`src/rtl/cs_pkg.sv`:
```
package cs_pkg;

    localparam int CS_KEEP_BITS = 48;
    localparam int CS_RATE_W    = 3;

    typedef enum logic {
        COL_WAIT = 1'b0,
        COL_FILL = 1'b1
    } col_state_t;

    typedef struct packed {
        logic [CS_RATE_W-1:0] rate;
        logic                 nonpcm;
        logic                 err;
    } live_stat_t;

    function automatic logic [7:0] pack_status(input live_stat_t s);
        return {2'b00, s.rate, 1'b0, s.nonpcm, s.err};
    endfunction

endpackage

```
`src/rtl/cs_bit_collector.sv`:
```
module cs_bit_collector
    import cs_pkg::*;
#(
    parameter int KEEP = CS_KEEP_BITS,
    localparam int CW = $clog2(KEEP + 1)
) (
    input  logic            clk,
    input  logic            rst,
    input  logic            frame_stb,
    input  logic            cs_bit,
    input  logic            blk_start,
    output logic            done,
    output logic [KEEP-1:0] word
);

    col_state_t      state;
    logic [CW-1:0]   cnt;
    logic [KEEP-1:0] cap;
    logic            at_last;

    assign at_last = (cnt == CW'(KEEP - 1));
    assign done    = frame_stb && !blk_start && (state == COL_FILL) && at_last;

    always_comb begin
        word = cap;
        if (done) word[KEEP-1] = cs_bit;
    end

    always_ff @(posedge clk) begin
        if (rst) begin
            state <= COL_WAIT;
            cnt   <= '0;
        end else if (frame_stb) begin
            if (blk_start) begin
                state <= COL_FILL;
                cnt   <= CW'(1);
            end else if (state == COL_FILL) begin
                if (at_last) state <= COL_WAIT;
                else         cnt   <= cnt + CW'(1);
            end
        end
    end

    for (genvar i = 0; i < KEEP; i++) begin : g_cap
        logic wr;
        if (i == 0) begin : g_first
            assign wr = frame_stb && blk_start;
        end else begin : g_rest
            assign wr = frame_stb && !blk_start && (state == COL_FILL) && (cnt == CW'(i));
        end
        always_ff @(posedge clk) begin
            if (rst)     cap[i] <= 1'b0;
            else if (wr) cap[i] <= cs_bit;
        end
    end

endmodule

```
`src/rtl/cs_block_compare.sv`:
```
module cs_block_compare #(
    parameter int KEEP = 48
) (
    input  logic            clk,
    input  logic            rst,
    input  logic            done,
    input  logic [KEEP-1:0] word,
    input  logic            pll_locked,
    input  logic            flag_clr,
    output logic [KEEP-1:0] held,
    output logic            match,
    output logic            upd_flag
);

    logic held_valid;

    assign match = done && pll_locked && held_valid && (word == held);

    always_ff @(posedge clk) begin
        if (rst) begin
            held       <= '0;
            held_valid <= 1'b0;
            upd_flag   <= 1'b0;
        end else begin
            if (done) held <= word;

            if (!pll_locked) held_valid <= 1'b0;
            else if (done)   held_valid <= 1'b1;

            if (match)         upd_flag <= 1'b1;
            else if (flag_clr) upd_flag <= 1'b0;
        end
    end

endmodule

```
`src/rtl/cs_readout_mux.sv`:
```
module cs_readout_mux
    import cs_pkg::*;
#(
    parameter int KEEP = CS_KEEP_BITS,
    parameter int AW   = 3,
    localparam int NB    = KEEP / 8,
    localparam int DEPTH = 1 << AW
) (
    input  logic [AW-1:0]   rd_addr,
    input  logic [KEEP-1:0] held,
    input  live_stat_t      stat,
    output logic [7:0]      rd_data
);

    logic [7:0] bank [DEPTH];

    for (genvar g = 0; g < DEPTH; g++) begin : g_bank
        if (g == 0) begin : g_stat
            assign bank[g] = pack_status(stat);
        end else if (g <= NB) begin : g_word
            assign bank[g] = held[8*(g-1) +: 8];
        end else begin : g_pad
            assign bank[g] = 8'h00;
        end
    end

    assign rd_data = bank[rd_addr];

endmodule

```
`src/rtl/cs_capture_top.sv`:
```
module cs_capture_top
    import cs_pkg::*;
#(
    parameter int KEEP_BITS = CS_KEEP_BITS,
    parameter int ADDR_W    = 3
) (
    input  logic                 clk,
    input  logic                 rst,
    input  logic                 frame_stb,
    input  logic                 cs_bit,
    input  logic                 blk_start,
    input  logic                 pll_locked,
    input  logic                 link_err,
    input  logic                 nonpcm_det,
    input  logic [CS_RATE_W-1:0] rate_code,
    input  logic                 flag_clr,
    input  logic [ADDR_W-1:0]    rd_addr,
    output logic [7:0]           rd_data,
    output logic                 upd_flag
);

    logic                 cap_done;
    logic [KEEP_BITS-1:0] cap_word;
    logic [KEEP_BITS-1:0] held_word;
    logic                 cmp_match;
    live_stat_t           live;

    assign live.rate   = rate_code;
    assign live.nonpcm = nonpcm_det;
    assign live.err    = link_err | ~pll_locked;

    cs_bit_collector #(.KEEP(KEEP_BITS)) u_col (
        .clk       (clk),
        .rst       (rst),
        .frame_stb (frame_stb),
        .cs_bit    (cs_bit),
        .blk_start (blk_start),
        .done      (cap_done),
        .word      (cap_word)
    );

    cs_block_compare #(.KEEP(KEEP_BITS)) u_cmp (
        .clk        (clk),
        .rst        (rst),
        .done       (cap_done),
        .word       (cap_word),
        .pll_locked (pll_locked),
        .flag_clr   (flag_clr),
        .held       (held_word),
        .match      (cmp_match),
        .upd_flag   (upd_flag)
    );

    cs_readout_mux #(.KEEP(KEEP_BITS), .AW(ADDR_W)) u_mux (
        .rd_addr (rd_addr),
        .held    (held_word),
        .stat    (live),
        .rd_data (rd_data)
    );

endmodule

```
`config.mk`:
```
export PLATFORM = sky130hd
export DESIGN_NAME = cs_capture_top
export DESIGN_NICKNAME = d
export VERILOG_FILES = /design/src/rtl/cs_pkg.sv /design/src/rtl/cs_bit_collector.sv /design/src/rtl/cs_block_compare.sv /design/src/rtl/cs_readout_mux.sv /design/src/rtl/cs_capture_top.sv
export SDC_FILE = /design/constraint.sdc
export NUM_CORES = 1
export LEC_CHECK = 0
export ABC_CLOCK_PERIOD_IN_PS = 2460
export BUFFER_PORTS_ARGS = -buffer_cell sky130_fd_sc_hd__buf_4
export CORE_MARGIN = 2
export CORE_UTILIZATION = 55
export CTS_CLUSTER_DIAMETER = 200
export DETAILED_ROUTE_END_ITERATION = 8
export PLACE_DENSITY_LB_ADDON = 0.12
export SYNTH_ARGS = -nofsm -noshare
export SYNTH_HDL_FRONTEND = slang
export SYNTH_HIERARCHICAL = 1
export SYNTH_SLANG_ARGS = --single-unit
```
`constraint.sdc`:
```
create_clock -name clk -period 2.46 [get_ports clk]
set_clock_uncertainty 0.05 [all_clocks]
set_input_delay 0 -clock clk [delete_from_list [all_inputs] [get_ports clk]]
set_output_delay 0 -clock clk [all_outputs]
set_load 0.02 [all_outputs]
```
==> results.md, run 1 <==
- Status: complete, no violations
- Max_cap viols: 0
- Relative slew slack: between 50 and 60%
- CORE AREA: just over 0.01 mm²
- Synth Area in Adders: less than 1%
- Clock share of power: between 40 and 50%
- Gr ovfl total: 0
- Power density cells: between 500 and 600 mW/mm²
- Post-synthesis simple-gate area fraction: 19.6%
- Fin crit period: about 2.3 ns
- Area growth from synthesis to layout: 3.93%
- Max-slew violation count: 0
- First-pass GRT wire length: 23.7 mm
- Data required, critical path: 2.74 ns
- Antenna diodes: 0
- Synth Warn #: 6
- Clock tree buffer depth: 2
- Clock-pin slew on the worst setup and hold paths: around 0.10 ns
- DIE AREA: 0.0112 mm²
- Top sig layer: met4
- # IOs: 24
- Mux cell area share after synthesis: between 10% and 20%
- Initial Util: a little under three fifths
- CTS tree: built
- Final setup violating endpoints: 0
- Vias in the first global route: between 4000 and 5000
- Worst slack at placement: about 0.086 ns
- DP Wirelength: between 9 and 10 mm
- Critical Path Sink Type: flip-flop
- Cell Area, Synth: approximately 0.0057 mm²
- M1 WL: roughly 7 mm
- CTS Buf Count: 9
- Post-CTS setup repair buffer count: 0
- # clock sinks: roughly 110
- Crit path launch type: flip-flop
- Wire per inst: between 20 and 25 µm
- RSZ-0062 raised after global routing: false
- Number of I/O port buffers: 23
- Internal Pwr Total: roughly 2.6 mW
- Largest net degree at the start of global routing: between 60 and 70
- Seq cells post-synth: ~110
- Register share of total power: between 50% and 60%
- DRC: 0
- Part of the power in combinational logic: between 6 and 7%
- Routed WL: between 15 and 20 mm
- H-tree levels: 3
- Max Fclk: ~440 MHz
- Maximum fanout along the worst path: 6
- Met2 WL: just under 7 mm
- Layout cells sized above 1: 12.0%
- Antenna-violating nets left: 0
- Clk_lat worst skew: just under 0.4 ns
- Switch share: 23.0%
- Largest family of logic cells by synthesized area: simple AND/OR/NAND/NOR gates
- Post-synth cell types: 51
- Setup TNS: 0 ns
- Syn Inst Count: 636
- Antenna violations before repair: 0
- CP arrival: 2.54 ns
- Die height: between 100 and 150 µm
- Sequential area share after synthesis: 36.7%
- DR iter-0 viols: 356
- Die width: 106 µm
- Post-synthesis xor/xnor area fraction: between 7 and 8%
- Final Hold Vio Count: 0
- Cell row count: 37
- Root Buffer: clkbuf_8
- Switching pwr: between 700 and 800 µW
- Worst Tran Pin Value: 0.729 ns
- Post-synthesis compound-gate area fraction: ~6.7%
- Vias post-DR: around 4400
- WS Path Type: reg -> reg
- Met3 WL: approximately 940 µm
- FF-to-FF setup slack: 0.20 ns
- Max IR drop VDD: 375 µV
- Leakage dissipation: ~2.1 nW
- Vias per cell: 6.02
- Final Cycle Share: between 90% and 100%
- Avg Inst Size Synth: around 9 µm²
- Total global routing track utilization: 27.6%
- Worst hold path type: in -> reg
- Worst Slack Setup Final: 0.204 ns
- Hold slack: just under 0.09 ns
- Layout Nets: about 620
- Pre-Repair DR Iteration Count: 5
- Syn nets: approximately 660
- Routability cong.: ~0.89
## metrics by stage
stage	cells	power [mW]	instance area, µm²	utilization, %
finish	738	3.32	5950	58.2
global route	738	3.41	5950	58.2
CTS	738	3.33	5940	58.1
detailed placement	716	1.94	5610	54.9
global placement	716	1.94	5610	54.9
floorplan	636	1.87	5730	-
## critical path: stages (launching register included)
cell      delay [ns]
dfxtp_1         0.43
nand2b_1        0.19
nor3_4          0.25
mux2_2          0.39
xnor2_1         0.15
nand4_1         0.11
nor4_2          0.29
and4_1          0.22
o21ba_1         0.13
## cell usage in the layout, fill, tap and decap left out, types with 3 or more instances in the layout
master         netlist  layout
ha_1                 4       4
mux2_2               3       3
dfxtp_1            105     105
buf_4               51      41
bufinv_16            0       4
a31oi_1              9       9
nor2b_1              5       5
nor2_1              85      85
nand3b_1             9       9
nand4b_1             3       3
a221oi_1             3       3
mux2i_1             97      97
or2_1                8       8
clkbuf_8             0       9
nand2_1             19      19
a21oi_1             21      21
dlygate4sd3_1        0       6
a22o_1               5       5
o21ai_0             16      16
nand4_1             42      42
xnor2_1             47      47
nor3_1              15      15
nand3_1              9       9
## synth_stat cells (all sizes together)
master / instances / area share [%]
nand4bb: 1 / 0.48
nor2: 86 / 5.7
nand3: 9 / 0.79
clkbuf: 29 / 1.9
o21a: 1 / 0.13
xor2: 1 / 0.15
buf: 70 / 9.0
and3b: 1 / 0.15
and4bb: 1 / 0.22
nand4: 42 / 4.6
xnor2: 47 / 7.2
a22o: 5 / 0.76
nor4: 2 / 0.22
inv: 2 / 0.13
a211oi: 2 / 0.26
and4: 1 / 0.15
a22oi: 1 / 0.13
and2: 2 / 0.22
a31o: 1 / 0.15
a21oi: 21 / 1.8
a31oi: 9 / 0.98
nand2: 19 / 1.2
mux2i: 97 / 17
o21ai: 16 / 1.4
a221oi: 3 / 0.46
o31ai: 1 / 0.22
nand3b: 9 / 1.2
nor2b: 5 / 0.55
a41o: 1 / 0.17
nand2b: 2 / 0.22
and3: 1 / 0.11
mux2: 4 / 0.79
or2b: 1 / 0.13
o21ba: 1 / 0.17
nor3b: 1 / 0.13
or2: 9 / 0.98
dfxtp: 105 / 37
nor3: 17 / 1.7
ha: 4 / 0.87
nand4b: 3 / 0.46
and2b: 3 / 0.46
## power by group through the flow
| stage | clock, mW | combinational (mW) | sequential [mW] |
|---|---|---|---|
| detailed placement | 0 | 0.201 | 1.74 |
| floorplan | 0 | 0.127 | 1.74 |
| global placement | 0 | 0.200 | 1.74 |
| CTS | 1.42 | 0.208 | 1.70 |
| finish | 1.41 | 0.211 | 1.70 |
| global route | 1.49 | 0.223 | 1.71 |
## final timing paths
path | start | endpoint | cells past startpoint
min | rst | u_col/word[21]$_SDFFE_PP0P_ | 2
max | u_col/cnt[5]$_SDFFE_PP0P_ | u_cmp/upd_flag$_SDFFE_PP0P_ | 8
max reg2reg | u_col/cnt[5]$_SDFFE_PP0P_ | u_cmp/upd_flag$_SDFFE_PP0P_ | 8
min reg2reg | u_cmp/held_valid$_SDFFE_PP0P_ | u_cmp/held_valid$_SDFFE_PP0P_ | 2
## area by class of cell
cell class / count / area [µm²]
inverter: 2 / 7.51
sequential: 105 / 2100
clock inverter: 7 / 143
fill: 927 / 4280
timing repair buffer: 49 / 399
tap: 136 / 170
multi-input combinational: 430 / 3010
clock buffer: 9 / 124
## cells by family after synthesis
logic type / Yosys count
and+or+nand+nor: 215
xor gates and xnor gates: 48
muxes: 101
DFF: 105
AOI/OAI and AO/OA: 62
buffers and inverters: 101
adders and majority gates: 4
## repair_timing
action | CTS | global route
setup endpoints to repair | 0 | 22
hold buffers | 6 | 0
resized for setup | 0 | 2
hold endpoints to repair | 8 | 0
## layer usage
layer / global-route usage (%) / vias up
li1: - / 2084
met1: 39.6 / 2152
met2: 42.5 / 187
met3: 3.56 / 23
met4: 10.2 / 0
met5: 0 / -
## flip-flops by register name (all words and copies together), names as in the netlist
name and cells:
u_cmp/held_valid 1, u_cmp/upd_flag 1, u_col/word 47, u_col/state 1
u_cmp/held 48, u_col/cap 1, u_col/cnt 6
No activity file was read; power rests on OpenSTA's default activity.
==> run 2: changes to the inputs <==
--- a/config.mk
+++ b/config.mk
@@ -5,6 +5,7 @@
 export SDC_FILE = /design/constraint.sdc
 export NUM_CORES = 1
 export LEC_CHECK = 0
+export ABC_AREA = 1
 export ABC_CLOCK_PERIOD_IN_PS = 2460
 export BUFFER_PORTS_ARGS = -buffer_cell sky130_fd_sc_hd__buf_4
 export CORE_MARGIN = 2
==> results.md, run 2 <==
- Die height: about 110 µm
- DP Wirelength: between 10 and 15 mm
- Syn Inst Count: between 1000 and 1500
- DR iter-0 viols: about 450
- CTS Buf Count: 9
- Switching pwr: 823 µW
- Max_cap viols: 0
- Maximum fanout along the worst path: 7
- Clock share of power: between 40% and 50%
- FF-to-FF setup slack: about 0.26 ns
- Worst slack at placement: 0.280 ns
- Routed WL: roughly 15 mm
- Reg-to-reg critical path endpoint: u_col/cnt[4]$_SDFFE_PP0P_
- Max-slew violation count: 0
- Cell row count: 39
- Setup TNS: 0 ns
- Fin util: between 50 and 60%
- Register share of total power: between 40% and 50%
- Gr ovfl total: 0
- Antenna diodes: 0
- Switch share: around 23%
- Largest net degree at the start of global routing: 44
- Layout cells sized above 1: between 8 and 9%
- RSZ-0062 raised after global routing: false
- Initial Util: between 50% and 60%
- Part of the power in combinational logic: just under 7%
- Synth Warn #: 6
- Most frequent cells in the layout: 311 x nand2_1, 139 x inv_1, 133 x nor2_1
- Data required, critical path: between 2 and 3 ns
- Antenna-violating nets left: 0
- CTS tree: built
- # clock sinks: 105
- Worst hold path type: in -> out
- Post-CTS setup repair buffer count: 0
- Crit path launch type: flip-flop
- Worst Reg2Reg Path Length in Cells: 8
- DIE AREA: between 0.01 and 0.015 mm²
- FF-to-FF Start: u_col/cnt[0]$_SDFFE_PP0P_
- Critical path capture point: u_col/cnt[4]$_SDFFE_PP0P_
- Vias in the first global route: 4932
- Wire per inst: 13.5 µm
- Routability cong.: about 0.84
- Die width: around 110 µm
- Layout Nets: between 900 and 1000
- Worst Slack Setup Final: 0.263 ns
- CORE AREA: around 0.011 mm²
- Max Fclk: about 460 MHz
- Root Buffer: clkbuf_16
- DRC: 0
- Critical Path Sink Type: flip-flop
- Syn nets: between 1000 and 1500
- Final setup violating endpoints: 0
- Clk_lat worst skew: approximately 0.35 ns
- Final Cycle Share: between 80% and 90%
- Final Hold Vio Count: 0
- H-tree levels: 3
- Vias post-DR: ~5500
- Clock tree buffer depth: 2
- Vias per cell: 4.96
- Internal Pwr Total: approximately 2.7 mW
- Relative slew slack: around three fifths
- Number of I/O port buffers: 23
- WS Path Type: reg -> reg
- Number of flip-flops in the largest register: 48
- Biggest register: u_cmp/held
- Area growth from synthesis to layout: 3.71%
- Fin crit period: about 2.2 ns
- Pre-Repair DR Iteration Count: 6
- Most common cell after layout, fill and taps aside: nand2_1
- CP arrival: about 2.4 ns
- Clock-pin slew on the worst setup and hold paths: about 0.07 ns
- Antenna violations before repair: 0
- Status: complete, no violations
- Worst Tran Pin Value: 0.579 ns
- Power density cells: between 500 and 600 mW/mm²
- Max IR drop VDD: roughly 290 µV
- Leakage dissipation: 2.82 nW
- Filler Cells Inserted: 1173
- Avg Inst Size Synth: about 6.3 µm²
- First-pass GRT wire length: 25.1 mm
- # IOs: 24
- Critical Path Start: u_col/cnt[0]$_SDFFE_PP0P_
- Total global routing track utilization: 25.5%
- Cell Area, Synth: about 0.0063 mm²
[run 2: cell types whose count changed in the layout (fill, tap and decap cells not counted), sizes merged, moves of 39 or more]
cell / previous run / this run
nand2: 19 / 323
inv: 2 / 145
mux2i: 97 / 0
nand3: 9 / 70
nor2: 86 / 139
xnor2: 47 / 6
nand4: 42 / 3
[run 2: power groups by stage]
stage,Clock [mW],Sequential (mW),Combinational [mW]
after floorplan,0,1.75,0.166
after global placement,0,1.75,0.234
after detailed placement,0,1.75,0.234
after CTS,1.62,1.71,0.243
after global routing,1.69,1.71,0.272
final,1.60,1.71,0.241
[run 2: critical path, cell delays in order, from the launching register on]
cell           delay, ns
dfxtp_1             0.42
ha_1                0.29
nand3_1             0.14
buf_4               0.18
o21bai_4            0.16
nand2_2             0.14
nand2_1             0.10
a21oi_1             0.06
dlygate4sd3_1       0.56
[run 2: final cells by class]
| class | count | area, µm² | area share, % |
|---|---|---|---|
| Tap cell | 143 | 179 | 2.74 |
| Inverter | 145 | 547 | 8.37 |
| Clock buffer | 11 | 253 | 3.87 |
| Sequential cell | 105 | 2100 | 32.2 |
| Multi-Input combinational cell | 667 | 3050 | 46.6 |
| Timing Repair Buffer | 41 | 328 | 5.02 |
| Clock inverter | 5 | 77.6 | 1.19 |
[run 2: how the worst min path moves through the flow]
stage | startpoint | end | slack [ns] | cells after the start
after CTS | rd_addr[2] | rd_data[5] | 0.36 | 4
after global placement | pll_locked | u_cmp/held_valid$_SDFFE_PP0P_ | 0.22 | 3
after floorplan | pll_locked | u_cmp/held_valid$_SDFFE_PP0P_ | 0.09 | 2
final | rd_addr[2] | rd_data[5] | 0.36 | 4
after global routing | rd_addr[2] | rd_data[4] | 0.40 | 4
after detailed placement | pll_locked | u_cmp/held_valid$_SDFFE_PP0P_ | 0.23 | 3
[run 2: what timing repair did]
item	CTS	global route
gates resized for setup	0	1
endpoints found under the hold margin	18	0
hold buffers	8	0
setup endpoints to repair	0	1
[run 2: per-stage QoR]
stage,power [mW],hold slack [ns],instances,cell area (µm²)
2_1_floorplan,1.91,0.0857,1006,6300
3_3_place_gp,1.98,0.220,1093,6120
3_5_place_dp,1.98,0.230,1093,6120
4_1_cts,3.57,0.363,1117,6530
5_1_grt,3.67,0.399,1117,6530
6_report,3.55,0.357,1117,6530
[run 2: routing by layer]
layer  wire, µm  share of wire [%]  vias up  track usage (%)
met5          0                  0        -                0
met1       7630                 51     2446             37.3
met4        202                1.3        0             7.90
met2       6660                 44      117             39.6
li1           -                  -     2963                -
met3        589                3.9       12             2.79
